## src/rtl/pwmgen_pkg.sv

```systemverilog
package pwmgen_pkg;
    // Default widths of the period timer and of the sub-tick phase counter
    localparam int PWM_TMR_W = 8;
    localparam int PWM_SUB_W = 2;
    // Number of prescale choices; choice k divides by 4**k
    localparam int PWM_NSEL  = 3;
    localparam int PWM_SEL_W = 2;
endpackage

```

## src/rtl/pwmgen_prescale.sv

```systemverilog
module pwmgen_prescale
    import pwmgen_pkg::*;
#(
    parameter int NSEL  = PWM_NSEL,
    parameter int SEL_W = PWM_SEL_W
) (
    input  logic             clk_i,
    input  logic             rst_ni,
    input  logic             en_i,
    input  logic [SEL_W-1:0] sel_i,
    output logic             sub_tick_o
);
    localparam int PS_W = 2 * (NSEL - 1);
    localparam logic [SEL_W-1:0] SEL_MAX = SEL_W'(NSEL - 1);

    logic [PS_W-1:0] lim_tab [NSEL];
    logic [PS_W-1:0] cnt_d, cnt_q;
    logic [SEL_W-1:0] sel_eff;
    logic            tick;

    // Terminal count per choice: 4**k - 1
    for (genvar g = 0; g < NSEL; g++) begin : g_lim
        assign lim_tab[g] = PS_W'((1 << (2 * g)) - 1);
    end

    always_comb begin
        sel_eff = (sel_i > SEL_MAX) ? SEL_MAX : sel_i;
        // >= keeps a select change from stranding the counter above its limit
        tick    = en_i && (cnt_q >= lim_tab[sel_eff]);
        cnt_d   = (!en_i || tick) ? '0 : cnt_q + 1'b1;
    end

    always_ff @(posedge clk_i or negedge rst_ni) begin
        if (!rst_ni) cnt_q <= '0;
        else         cnt_q <= cnt_d;
    end

    assign sub_tick_o = tick;
endmodule

```

## src/rtl/pwmgen_timebase.sv

```systemverilog
module pwmgen_timebase
    import pwmgen_pkg::*;
#(
    parameter int TMR_W = PWM_TMR_W,
    parameter int SUB_W = PWM_SUB_W
) (
    input  logic                   clk_i,
    input  logic                   rst_ni,
    input  logic                   en_i,
    input  logic                   sub_tick_i,
    input  logic [TMR_W-1:0]       period_i,
    output logic [TMR_W+SUB_W-1:0] fine_nxt_o,
    output logic                   roll_o
);
    typedef struct packed {
        logic [TMR_W-1:0] tmr;
        logic [SUB_W-1:0] ph;
    } tb_t;

    tb_t tb_d, tb_q;
    logic roll;

    always_comb begin
        tb_d = tb_q;
        roll = 1'b0;
        if (!en_i) begin
            tb_d = '0;
        end else if (sub_tick_i) begin
            tb_d.ph = tb_q.ph + 1'b1;
            if (tb_q.ph == '1) begin
                if (tb_q.tmr >= period_i) begin
                    tb_d.tmr = '0;
                    roll     = 1'b1;
                end else begin
                    tb_d.tmr = tb_q.tmr + 1'b1;
                end
            end
        end
    end

    always_ff @(posedge clk_i or negedge rst_ni) begin
        if (!rst_ni) tb_q <= '0;
        else         tb_q <= tb_d;
    end

    // Next fine count: timer above phase, used by the duty comparator
    assign fine_nxt_o = {tb_d.tmr, tb_d.ph};
    assign roll_o     = roll;
endmodule

```

## src/rtl/pwmgen_duty.sv

```systemverilog
module pwmgen_duty
    import pwmgen_pkg::*;
#(
    parameter int DUTY_W = PWM_TMR_W + PWM_SUB_W
) (
    input  logic              clk_i,
    input  logic              rst_ni,
    input  logic              en_i,
    input  logic              roll_i,
    input  logic [DUTY_W-1:0] duty_i,
    input  logic [DUTY_W-1:0] fine_nxt_i,
    output logic              pwm_o
);
    typedef struct packed {
        logic [DUTY_W-1:0] shd;
        logic              pwm;
    } dy_t;

    dy_t dy_d, dy_q;

    always_comb begin
        dy_d     = dy_q;
        // Shadow follows the input while idle, latches only at a rollover when running
        dy_d.shd = (!en_i || roll_i) ? duty_i : dy_q.shd;
        dy_d.pwm = en_i && (fine_nxt_i < dy_d.shd);
    end

    always_ff @(posedge clk_i or negedge rst_ni) begin
        if (!rst_ni) dy_q <= '0;
        else         dy_q <= dy_d;
    end

    assign pwm_o = dy_q.pwm;
endmodule

```

## src/rtl/pwmgen_core.sv

```systemverilog
module pwmgen_core
    import pwmgen_pkg::*;
#(
    parameter int TMR_W = PWM_TMR_W,
    parameter int SUB_W = PWM_SUB_W,
    parameter int NSEL  = PWM_NSEL,
    parameter int SEL_W = PWM_SEL_W
) (
    input  logic             clk_i,
    input  logic             rst_ni,
    input  logic             en_i,
    input  logic [SEL_W-1:0] presc_sel_i,
    input  logic [TMR_W-1:0] period_i,
    input  logic [TMR_W-1:0] duty_hi_i,
    input  logic [SUB_W-1:0] duty_lo_i,
    input  logic             flag_clr_i,
    output logic             pwm_o,
    output logic             boundary_o,
    output logic             period_flag_o
);
    localparam int DUTY_W = TMR_W + SUB_W;

    typedef struct packed {
        logic bnd;
        logic flag;
    } st_t;

    st_t st_d, st_q;
    logic              sub_tick;
    logic              roll;
    logic [DUTY_W-1:0] fine_nxt;

    pwmgen_prescale #(.NSEL(NSEL), .SEL_W(SEL_W)) u_presc (
        .clk_i      (clk_i),
        .rst_ni     (rst_ni),
        .en_i       (en_i),
        .sel_i      (presc_sel_i),
        .sub_tick_o (sub_tick)
    );

    pwmgen_timebase #(.TMR_W(TMR_W), .SUB_W(SUB_W)) u_tb (
        .clk_i      (clk_i),
        .rst_ni     (rst_ni),
        .en_i       (en_i),
        .sub_tick_i (sub_tick),
        .period_i   (period_i),
        .fine_nxt_o (fine_nxt),
        .roll_o     (roll)
    );

    pwmgen_duty #(.DUTY_W(DUTY_W)) u_duty (
        .clk_i      (clk_i),
        .rst_ni     (rst_ni),
        .en_i       (en_i),
        .roll_i     (roll),
        .duty_i     ({duty_hi_i, duty_lo_i}),
        .fine_nxt_i (fine_nxt),
        .pwm_o      (pwm_o)
    );

    always_comb begin
        st_d.bnd  = roll;
        // A rollover wins over a simultaneous clear
        st_d.flag = roll | (st_q.flag & ~flag_clr_i);
    end

    always_ff @(posedge clk_i or negedge rst_ni) begin
        if (!rst_ni) st_q <= '0;
        else         st_q <= st_d;
    end

    assign boundary_o    = st_q.bnd;
    assign period_flag_o = st_q.flag;
endmodule

```

## config.mk

```make
export PLATFORM = sky130hd
export DESIGN_NAME = pwmgen_core
export DESIGN_NICKNAME = d
export VERILOG_FILES = /design/src/rtl/pwmgen_pkg.sv /design/src/rtl/pwmgen_prescale.sv /design/src/rtl/pwmgen_timebase.sv /design/src/rtl/pwmgen_duty.sv /design/src/rtl/pwmgen_core.sv
export SDC_FILE = /design/constraint.sdc
export NUM_CORES = 1
export LEC_CHECK = 0
export ABC_AREA = 1
export CAP_MARGIN = 20
export CORE_ASPECT_RATIO = 0.6
export CORE_MARGIN = 1
export CORE_UTILIZATION = 49
export DETAILED_ROUTE_END_ITERATION = 7
export DONT_BUFFER_PORTS = 1
export GPL_ROUTABILITY_DRIVEN = 0
export MAX_ROUTING_LAYER = met4
export PLACE_DENSITY = 0.72
export SLEW_MARGIN = 20
export SYNTH_ARGS = -nofsm -noshare
export SYNTH_HDL_FRONTEND = slang
export SYNTH_HIERARCHICAL = 1
export SYNTH_SLANG_ARGS = --single-unit
export TNS_END_PERCENT = 1
```

## constraint.sdc

```tcl
create_clock -name clk_i -period 4.45 [get_ports clk_i]
set_clock_uncertainty 0.15 [all_clocks]
set_input_delay 0.445 -clock clk_i [delete_from_list [all_inputs] [get_ports clk_i]]
set_output_delay 0.445 -clock clk_i [all_outputs]
set_load 0.005 [all_outputs]
```

==> results of run 1 <==
-- how the worst max path moves through the flow --
stage	slack, ns	startpoint	end
after global routing	1.00	u_presc/cnt_q[0]	u_duty/pwm_o
final	1.31	u_presc/cnt_q[3]	u_duty/pwm_o
after CTS	1.33	u_presc/cnt_q[3]	u_duty/pwm_o
after detailed placement	1.19	presc_sel_i[1]	u_duty/pwm_o
after floorplan	1.19	presc_sel_i[1]	u_duty/pwm_o
after global placement	1.32	presc_sel_i[1]	u_duty/pwm_o
-- area by class of cell --
class	count	area, µm²	area share, %
multi-input cells	152	930	47.7
flip-flops and latches	27	676	34.7
inverters	54	203	10.4
well taps	45	56.3	2.89
clock buffers	3	41.3	2.12
repair buffers	3	37.5	1.93
clock inverters	1	5.00	0.257
-- per-layer routing --
| layer | up-vias | track usage [%] | part of all wire (%) |
|---|---|---|---|
| met3 | 5 | 4.67 | 5.4 |
| met4 | 0 | 3.57 | 0.80 |
| li1 | 747 | - | - |
| met1 | 617 | 28.3 | 52 |
| met2 | 29 | 28.4 | 41 |
| met5 | - | - | 0 |
-- through the flow --
stage / hold WS, ns / setup WS, ns / util (%) / power [mW] / instances
floorplan: -0.000591 / 1.19 / - / 0.361 / 237
global route: 0.160 / 1.00 / 57.2 / 0.561 / 285
CTS: 0.154 / 1.33 / 57.2 / 0.528 / 285
detailed placement: -0.0000701 / 1.19 / 55.0 / 0.383 / 279
finish: 0.155 / 1.31 / 57.2 / 0.524 / 285
global placement: 0.000191 / 1.32 / 55.0 / 0.378 / 279
-- cells in the mapped netlist --
cell type / instances
a21boi_0: 1
a21o_1: 1
a21o_2: 1
a21oi_1: 11
a21oi_2: 2
and2_1: 1
buf_6: 1
clkbuf_1: 3
dfrtp_1: 27
ha_1: 24
inv_1: 53
inv_2: 1
nand2_1: 49
nand2_2: 2
nand3_1: 12
nand3_2: 1
nand3b_1: 1
nand4_1: 3
nand4_2: 1
nor2_1: 15
nor2_2: 1
nor3_1: 1
o21ai_0: 16
o21ai_1: 1
o21ai_2: 1
o21ba_2: 1
or2_2: 1
xnor2_1: 1
xor2_1: 4
-- report_power, final --
group          switching, mW  internal [mW]
registers             0.0139          0.264
clock network         0.0755         0.0627
logic                 0.0653         0.0430
total                  0.155          0.369
-- placed cells by master (no fill, tap or decap), drive strengths merged --
cell type / n
nor3: 1
xor2: 4
nand4: 4
xnor2: 1
dfrtp: 27
nand2: 51
and2: 1
clkbuf: 3
nor2: 16
nand3b: 1
o21ai: 18
or2: 1
a21boi: 1
nand3: 13
inv: 54
buf: 2
clkinv: 1
a21oi: 13
dlygate4sd3: 1
o21ba: 1
a21o: 2
ha: 24
-- critical path, cell delays in order (launching register included) --
cell,delay [ns]
dfrtp_1,0.42
ha_1,0.31
nand2_1,0.06
inv_2,0.06
nand2_1,0.07
nand3_1,0.08
nand2_1,0.05
inv_1,0.05
buf_4,0.19
nand4_1,0.11
inv_1,0.10
inv_1,0.07
nand2_2,0.25
nand2_1,0.09
o21ai_1,0.12
inv_1,0.07
ha_1,0.30
a21oi_1,0.16
nand2_1,0.08
nand2_1,0.06
nand3_1,0.07
a21oi_1,0.14
-- kinds of logic (layout without fill, tap and decap cells) --
kind of cell / after synthesis / count (layout)
adders and majority gates: 24 / 24
and+or+nand+nor: 88 / 88
DFF: 27 / 27
AOI/OAI and AO/OA: 35 / 35
buffers and inverters: 58 / 61
xor gates and xnor gates: 5 / 5
-- registers in the layout, indices dropped and copies added (netlist names) --
| name | cells |
|---|---|
| u_duty/dy_q | 10 |
| u_tb/tb_q | 10 |
| u_presc/cnt_q | 4 |
| boundary_o | 1 |
| period_flag_o | 1 |
| u_duty/pwm_o | 1 |
==> qor.csv, run 1 <==
stage;metric;value;unit
status;status;completed;
global_routing;vias in the first global route;1299;
place;hpwl dp;2670;µm
floorplan;core area;3400;µm²
clock_network;Resize count post-CTS;0;
worst_hold_path;worst hold start;flag_clr_i;
detailed_routing;DRC viols;0;
yosys;Post-Synth Simple-Gate Area;21.1;%
yosys;post-synthesis mux area share;0;%
global_routing;first-pass GRT wire length;5880;µm
global_routing;GRT Residual Overflow;0;
yosys;Synth Area in Adders;16.4;%
yosys;number of synthesis warnings;6;
yosys;synth unique cells;29;
detailed_routing;wirelength, routed;3390;µm
clock_network;TritonCTS clock tree;built;
clock_network;Root Driver;clkbuf_8;
clock_network;Skew-Pair Late Insertion Delay;0.27;ns
yosys;net count of the mapped netlist;285;
floorplan;die width;80.9;µm
worst_setup_path;Worst EP required;4.50;ns
floorplan;row count;16;
final_layout;Ant. Diodes;0;
timing;RSZ-0062 raised after global routing;false;
detailed_routing;drt pass-1 iters;4;
yosys;Synth area leaders;dfrtp_1 (37%), ha_1 (16%), inv_1 (11%), nand2_1 (10%), o21ai_0 (4.4%);
floorplan;die height;49.3;µm
floorplan;total die area;3990;µm²
clock_network;TritonCTS Buffers;3;
clock_network;hold buffers post-CTS;2;
timing;Final Setup Violations;0;
worst_hold_path;HP Class;input pin to flip-flop;
clock_network;CTS sink count;27;
final_layout;fin nets;289;
place;Placed Area;1870;µm²
final_layout;synthesis-to-finish area growth;6.43;%
yosys;Synth Area per Inst;7.72;µm²
yosys;synthesized-area fraction occupied by xor and xnor cells;2.39;%
clock_network;post-CTS setup repair buffer count;0;
yosys;Compound-Gate Fraction of Synth Area;10.9;%
global_routing;GRT Overall Usage;19.7;%
worst_setup_path;setup slack, reg-to-reg;1.31;ns
worst_hold_path;WHS Path Cells;3;
timing;final hold vios;0;
yosys;share of the synthesized area in the top cell type;36.9;%
worst_setup_path;critical path class;flip-flop to flip-flop;
worst_setup_path;CP startpoint kind;flip-flop;
yosys;cells after synthesis;237;
pwr;maximum vdd drop;0.177;mV
detailed_routing;initial detailed-routing violation count;40;
timing;Achievable Freq;319;MHz
timing;actual slew at the worst max-slew pin;0.313;ns
worst_setup_path;FF-to-FF End;u_duty/pwm_o;
timing;Slew headroom;79.0;%
floorplan;Starting Density;53.8;%
worst_setup_path;kind of end point of the critical path;flip-flop;
final_layout;FILL cells;336;
detailed_routing;Vias/cell;4.91;
final_layout;Finished Cell Area;1950;µm²
place;port buffer count;0;
yosys;dominant cell type by area after synthesis;dfrtp_1;
clock_network;CTS max path bufs;2;
timing;final worst-path cycle share;70.5;%
detailed_routing;Antenna Nets Post-Route;0;
detailed_routing;drt wl/cell;11.9;µm
pwr;Leak;1.11;nW
pwr;pwr dens;269;nW/µm²
yosys;sequential area share after synthesis;36.9;%
worst_setup_path;Worst R2R Path Depth;21;
run;max cap viols;0;
worst_setup_path;worst-path maximum fanout;19;
timing;fin crit period;3.14;ns
yosys;Mapped Area;1830;µm²
global_routing;initial antenna violation count;0;
worst_hold_path;worst min-delay path endpoint;period_flag_o;
floorplan;number of I/O pins;27;
global_routing;maximum number of pins on one net before global-route repair;28;
yosys;number of synthesized register bits;27;
timing;setup TNS;0;ns
yosys;largest family of logic cells by synthesized area;simple AND/OR/NAND/NOR gates;
clock_network;Worst-path clk slew;0.09;ns
detailed_routing;Vias;1398;
worst_setup_path;R2R Path Start;u_presc/cnt_q[3];
timing;Final Max Slew Viols;0;
final_layout;share of cells above drive strength 1;7.50;%
clock_network;H-tree levels;1;
worst_setup_path;Worst EP arrival;3.18;ns
Note: power is estimated with default switching activity, not from simulation.
==> inputs of run 2 (changes only) <==
Settings changed: PLACE_DENSITY 0.72 to 0.74.
Clock period 4.45 ns to 2.7 ns, I/O delays scaled along.
==> run 2 against run 1 <==
  * The run now ends with setup timing left
  * Worst setup slack worse by 1.3 ns
  * Final cell count is 10% higher
  * Via count is 15% higher
  * Utilization is 12 points higher
  * Sequential share of layout area is 6.0 points lower
  * Critical path depth is 2 lower
  * Worst hold slack worse by 0.13 ns
  * Critical path type unchanged
  * Largest power group unchanged
==> qor.csv, run 2 (synthesized netlist as in run 1, its figures left out) <==
stage;metric;value;unit;change
pwr;Leak;1.26;nW;was 1.11 nW
pwr;pwr dens;403;nW/µm²;was 269 nW/µm²
final_layout;Ant. Diodes;0;;unchanged
global_routing;maximum number of pins on one net before global-route repair;28;;unchanged
pwr;maximum vdd drop;0.280;mV;was 0.177 mV
status;failing checks;setup timing;;
global_routing;initial antenna violation count;0;;unchanged
detailed_routing;Vias/cell;5.11;;was 4.91
final_layout;share of cells above drive strength 1;24.9;%;was 7.50%
timing;final hold vios;0;;unchanged
final_layout;commonest non-fill, non-tap cell in the layout;inv_1;;unchanged
worst_hold_path;worst hold start;en_i;;was flag_clr_i
timing;Final Setup Violations;1;;was 0
timing;Final Max Slew Viols;0;;unchanged
detailed_routing;Vias;1604;;was 1,398
run;max cap viols;0;;unchanged
worst_hold_path;worst min-delay path endpoint;u_duty/dy_q[8];;was period_flag_o
timing;fin crit period;2.73;ns;was 3.14 ns
timing;actual slew at the worst max-slew pin;0.290;ns;was 0.313 ns
timing;final worst-path cycle share;101;%;was 70.5%
final_layout;Top Registers;u_duty/dy_q x10, u_tb/tb_q x10, u_presc/cnt_q x4;;unchanged
detailed_routing;drt pass-1 iters;4;;unchanged
floorplan;die width;80.9;µm;unchanged
final_layout;synthesis-to-finish area growth;28.6;%;was 6.43%
global_routing;first-pass GRT wire length;6450;µm;was 5880 µm
worst_setup_path;Worst EP arrival;2.75;ns;was 3.18 ns
timing;Final WS setup;-0.0319;ns;was 1.31 ns
clock_network;TritonCTS Buffers;3;;unchanged
timing;Achievable Freq;366;MHz;was 319 MHz
floorplan;row count;16;;unchanged
clock_network;Worst-path clk slew;0.09;ns;about the same
worst_setup_path;Worst R2R Path Depth;19;;was 21
place;hpwl dp;2690;µm;was 2670 µm
worst_setup_path;kind of end point of the critical path;flip-flop;;unchanged
clock_network;H-tree levels;1;;unchanged
worst_setup_path;R2R Path Start;u_tb/tb_q[4];;was u_presc/cnt_q[3]
timing;Slew headroom;80.4;%;was 79.0%
clock_network;Root Driver;clkbuf_8;;unchanged
final_layout;commonest cells after routing, fill and taps aside;inv_1 (51), nand2_1 (46), dfrtp_1 (27);;was inv_1 (53), nand2_1 (49), dfrtp_1 (27)
floorplan;die height;49.3;µm;unchanged
final_layout;fin nets;318;;was 289
worst_hold_path;HP Class;input pin to flip-flop;;unchanged
timing;RSZ-0062 raised after global routing;true;;was false
place;Placed Area;1990;µm²;was 1870 µm²
clock_network;Skew-Pair Late Insertion Delay;0.28;ns;was 0.27 ns
detailed_routing;initial detailed-routing violation count;154;;was 40
worst_setup_path;Worst EP required;2.72;ns;was 4.50 ns
final_layout;Finished Cell Area;2350;µm²;was 1950 µm²
status;status;finished, violations left;;was completed
worst_setup_path;critical path startpoint;u_tb/tb_q[4];;was u_presc/cnt_q[3]
pwr;total power;0.948;mW;was 0.524 mW
floorplan;total die area;3990;µm²;unchanged
place;port buffer count;0;;unchanged
detailed_routing;Antenna Nets Post-Route;0;;unchanged
global_routing;vias in the first global route;1426;;was 1,299
clock_network;CTS max path bufs;2;;unchanged
floorplan;number of I/O pins;27;;unchanged
detailed_routing;DRC viols;0;;unchanged
floorplan;Starting Density;53.8;%;unchanged
worst_setup_path;critical path class;flip-flop to flip-flop;;unchanged
clock_network;CTS sink count;27;;unchanged
clock_network;TritonCTS clock tree;built;;unchanged
global_routing;GRT Residual Overflow;0;;unchanged
worst_setup_path;CP startpoint kind;flip-flop;;unchanged
worst_setup_path;FF-to-FF End;u_duty/pwm_o;;unchanged
global_routing;GRT Overall Usage;22.3;%;was 19.7%
final_layout;FILL cells;270;;was 336
worst_setup_path;worst-path maximum fanout;8;;was 19
floorplan;core area;3400;µm²;unchanged
worst_setup_path;setup slack, reg-to-reg;-0.03;ns;was 1.31 ns
place;worst slack at placement;-0.0577;ns;was 1.19 ns
worst_hold_path;WHS Path Cells;2;;was 3
detailed_routing;drt wl/cell;13.6;µm;was 11.9 µm
detailed_routing;wirelength, routed;4260;µm;was 3390 µm
## run 2: through the flow
stage	utilization [%]	TNS, ns	instances	hold WS, ns
global route	69.2	-0.219	314	0.0195
detailed placement	58.6	-0.0577	292	-0.175
finish	69.2	-0.0319	314	0.0204
CTS	62.8	0	303	0.0128
floorplan	-	-0.108	237	-0.176
global placement	58.6	-0.0239	292	-0.175
## run 2: worst max path at each step
stage                        end  slack, ns  cells past startpoint
finish              u_duty/pwm_o      -0.03                     19
global route        u_duty/pwm_o      -0.22                     21
CTS                 u_duty/pwm_o      0.002                     15
detailed placement  u_duty/pwm_o      -0.06                     18
global placement    u_duty/pwm_o      -0.02                     18
floorplan           u_duty/pwm_o      -0.11                     23
## run 2: final cells by class
type	instances	area, µm²	area share (%)
Multi-Input combinational cell	153	1100	46.8
Sequential cell	27	676	28.7
Timing Repair Buffer	31	267	11.3
Inverter	54	208	8.83
Tap cell	45	56.3	2.39
Clock buffer	3	41.3	1.75
Clock inverter	1	5.00	0.213
## run 2: worst max-delay path, cell delays in order (launching register included)
cell     delay [ns]
dfrtp_1        0.42
ha_1           0.31
nand2_1        0.10
inv_1          0.05
nand2_1        0.06
nand2_1        0.05
nand2_1        0.07
nand3_2        0.11
nand4_1        0.14
inv_2          0.07
inv_6          0.09
nand2_8        0.07
o21ai_2        0.15
inv_1          0.09
ha_4           0.27
nand2_1        0.05
inv_1          0.06
nand3_1        0.10
nor3_2         0.14
a21oi_2        0.06
## run 2: power breakdown
group | total [mW] | internal, mW | switching, mW
Sequential | 0.453 | 0.435 | 0.0180
Clock | 0.233 | 0.104 | 0.130
Combinational | 0.263 | 0.121 | 0.142
Total | 0.948 | 0.659 | 0.289
## run 2: what timing repair did
action	in CTS	in global routing
hold endpoints to repair	35	1
gates resized for setup	5	27
buffers inserted	0	9
hold buffers	7	1
endpoints found under the setup margin	1	1
cloned	0	1
pin swaps	1	11
## run 2: per-layer routing
layer,up-vias,track usage (%),routed length [µm]
met3,10,5.98,237
met1,731,30.3,2090
met5,-,-,0
li1,812,-,-
met4,0,5.65,80
met2,51,32.8,1850
==> inputs of run 3 (changes only) <==
Settings changed: CORE_UTILIZATION 49 to 54, PLACE_DENSITY 0.74 to 0.8.
==> run 3 against run 2 <==
  * The run still ends with setup timing left
  * Final cell count down 0.96%
  * Critical path depth increased by 2
  * Critical path type unchanged
  * Sequential power hardly changed
  * Via count fell by 0.37%
  * Wire length grew 0.40%
  * Utilization is 10 points higher
  * Worst setup slack better by 0.028 ns
  * Flip-flop and latch count unchanged
  * Highest routed layer unchanged
  * Total power increased by 2.4%
==> qor.csv, run 3 (synthesized netlist as in run 1, its figures left out) <==
stage;metric;value;unit;change
final_layout;commonest cells after routing, fill and taps aside;inv_1 (48), nand2_1 (38), dfrtp_1 (26);;was inv_1 (51), nand2_1 (46), dfrtp_1 (27)
detailed_routing;initial detailed-routing violation count;91;;was 154
worst_hold_path;HP Class;input pin to flip-flop;;unchanged
run;max cap viols;0;;unchanged
detailed_routing;drt wl/cell;13.7;µm;was 13.6 µm
detailed_routing;Antenna Nets Post-Route;0;;unchanged
timing;Final Max Slew Viols;0;;unchanged
pwr;P_sw;0.303;mW;was 0.289 mW
final_layout;share of cells above drive strength 1;32.0;%;was 24.9%
worst_setup_path;CP top delay family;simple AND/OR/NAND/NOR gates;;unchanged
floorplan;die width;77.2;µm;was 80.9 µm
final_layout;commonest non-fill, non-tap cell in the layout;inv_1;;unchanged
global_routing;maximum number of pins on one net before global-route repair;28;;unchanged
worst_setup_path;CP startpoint kind;flip-flop;;unchanged
place;hpwl dp;2740;µm;was 2690 µm
place;port buffer count;0;;unchanged
floorplan;number of I/O pins;27;;unchanged
global_routing;first-pass GRT wire length;6530;µm;was 6450 µm
worst_setup_path;slowest CP cell;dfrtp_1;;unchanged
timing;Hold WS;0.0113;ns;was 0.0204 ns
worst_setup_path;Max stage delay on crit path;0.41;ns;was 0.42 ns
final_layout;Cell Count, Final, Fillers Out;311;;was 314
status;failing checks;setup timing;;unchanged
clock_network;TritonCTS Buffers;3;;unchanged
pwr;Leak;1.29;nW;was 1.26 nW
clock_network;Worst-path clk slew;0.10;ns;was 0.09 ns
clock_network;Root Driver;clkbuf_8;;unchanged
pwr;Flop pwr share;46.7;%;was 47.7%
pwr;pwr dens;403;nW/µm²;about the same
floorplan;core area;3040;µm²;was 3400 µm²
detailed_routing;Vias/cell;5.14;;was 5.11
clock_network;CTS max path bufs;2;;unchanged
final_layout;Top Registers;u_duty/dy_q x10, u_tb/tb_q x10, u_presc/cnt_q x4;;unchanged
detailed_routing;DRC viols;0;;unchanged
timing;Achievable Freq;370;MHz;was 366 MHz
floorplan;die height;47.1;µm;was 49.3 µm
worst_setup_path;CP Buf/Inv Count;4;;was 5
pwr;logic gate share of total power;29.4;%;was 27.7%
final_layout;fin nets;318;;unchanged
clock_network;Skew-Pair Late Insertion Delay;0.27;ns;was 0.28 ns
timing;Slew headroom;80.5;%;was 80.4%
pwr;total power;0.971;mW;was 0.948 mW
global_routing;vias in the first global route;1453;;was 1,426
worst_setup_path;critical path class;flip-flop to flip-flop;;unchanged
timing;actual slew at the worst max-slew pin;0.289;ns;was 0.290 ns
global_routing;GRT Residual Overflow;0;;unchanged
worst_setup_path;worst-path maximum fanout;8;;unchanged
worst_setup_path;kind of end point of the critical path;flip-flop;;unchanged
floorplan;total die area;3630;µm²;was 3990 µm²
global_routing;GRT Overall Usage;24.3;%;was 22.3%
worst_setup_path;Worst EP arrival;2.76;ns;was 2.75 ns
detailed_routing;Vias;1598;;was 1,604
floorplan;row count;15;;was 16
floorplan;Starting Density;60.2;%;was 53.8%
status;status;finished, violations left;;unchanged
final_layout;Ant. Diodes;0;;unchanged
timing;Final Setup Violations;1;;unchanged
timing;fin crit period;2.70;ns;was 2.73 ns
timing;RSZ-0062 raised after global routing;true;;unchanged
pwr;internal power;0.668;mW;was 0.659 mW
detailed_routing;wirelength, routed;4280;µm;was 4260 µm
place;dpl cells;289;;was 292
detailed_routing;drt pass-1 iters;4;;unchanged
pwr;Clock power frac;23.9;%;was 24.6%
clock_network;TritonCTS clock tree;built;;unchanged
pwr;Switching Fraction;31.2;%;was 30.5%
worst_setup_path;crit path cell chain;ha_1 -> nand2_2 -> inv_2 -> nand2_2 -> nand3_2 -> nand2_2 -> inv_2 -> nand4_1 -> inv_2 -> clkinv_4 -> nand2_8 -> nand2_2 -> o21ai_2 -> ha_1 -> nand2_1 -> nand2_1 -> nand2_1 -> nand2_1 -> nand2_1 -> nand3_1 -> a21oi_1;;was ha_1 -> nand2_1 -> inv_1 -> nand2_1 -> nand2_1 -> nand2_1 -> nand3_2 -> nand4_1 -> inv_2 -> inv_6 -> nand2_8 -> o21ai_2 -> inv_1 -> ha_4 -> nand2_1 -> inv_1 -> nand3_1 -> nor3_2 -> a21oi_2
timing;final worst-path cycle share;100;%;was 101%
worst_setup_path;most common cell type on the critical path;nand2_1;;unchanged
worst_setup_path;Worst EP required;2.75;ns;was 2.72 ns
timing;final hold vios;0;;unchanged
global_routing;initial antenna violation count;0;;unchanged
clock_network;CTS sink count;27;;unchanged
timing;Final WS setup;-0.00439;ns;was -0.0319 ns
final_layout;synthesis-to-finish area growth;31.7;%;was 28.6%
pwr;maximum vdd drop;0.310;mV;was 0.280 mV
clock_network;H-tree levels;1;;unchanged
==> run 3: area by class of cell <==
type                            instances  area (µm²)
Multi-Input combinational cell        153        1170
Clock buffer                            3        41.3
Timing Repair Buffer                   31         262
Clock inverter                          1        5.00
Inverter                               54         208
Fill cell                             220         629
Sequential cell                        27         677
Tap cell                               42        52.6
==> run 3: per-layer routing <==
metal	GRT usage, %	wire (µm)
met2	40.9	1970
met3	4.27	163
met5	-	0
met4	3.77	48
met1	31.9	2090
==> run 3: power groups by stage <==
| stage | Clock, mW | Sequential [mW] | Combinational, mW |
|---|---|---|---|
| finish | 0.232 | 0.453 | 0.286 |
| floorplan | 0 | 0.459 | 0.144 |
| global placement | 0 | 0.459 | 0.185 |
| CTS | 0.236 | 0.452 | 0.219 |
| global route | 0.249 | 0.457 | 0.318 |
| detailed placement | 0 | 0.459 | 0.193 |
==> run 3: through the flow <==
| step | utilization [%] | instance area, µm² | setup slack [ns] | TNS (ns) |
|---|---|---|---|---|
| floorplan | - | 1880 | -0.108 | -0.108 |
| global placement | 65.5 | 1990 | 0.00557 | 0 |
| detailed placement | 65.5 | 1990 | -0.0821 | -0.0821 |
| CTS | 70.5 | 2140 | 0.00900 | 0 |
| global route | 79.3 | 2410 | -0.164 | -0.164 |
| finish | 79.3 | 2410 | -0.00439 | -0.00439 |
==> run 3: final timing paths <==
check | slack [ns] | start | cells past startpoint | to
max in group asynchronous | 1.94 | rst_ni | 2 | u_tb/tb_q[4]
min in group asynchronous | 0.30 | rst_ni | 2 | u_tb/tb_q[3]
worst max register to register | -0.004 | u_presc/cnt_q[2] | 21 | u_duty/pwm_o
worst min-delay path | 0.01 | en_i | 2 | u_tb/tb_q[8]
worst max-delay path | -0.004 | u_presc/cnt_q[2] | 21 | u_duty/pwm_o
worst min register to register | 0.35 | u_duty/dy_q[9] | 2 | u_duty/dy_q[9]
==> run 3: timing repair <==
item                                   in CTS  in global routing
endpoints found under the hold margin      30                  1
setup endpoints to repair                   1                  1
gates cloned                                1                  0
buffers inserted                            1                 10
pin swaps                                   3                 24
hold buffers                                5                  1
resized for setup                          10                 44
==> run 3: worst register-to-register path: stages (launching register included) <==
cell	delay, ns
dfrtp_1	0.41
ha_1	0.30
nand2_2	0.06
inv_2	0.06
nand2_2	0.06
nand3_2	0.08
nand2_2	0.05
inv_2	0.07
nand4_1	0.11
inv_2	0.11
clkinv_4	0.10
nand2_8	0.13
nand2_2	0.08
o21ai_2	0.08
ha_1	0.27
nand2_1	0.07
nand2_1	0.05
nand2_1	0.06
nand2_1	0.05
nand2_1	0.07
nand3_1	0.09
a21oi_1	0.12
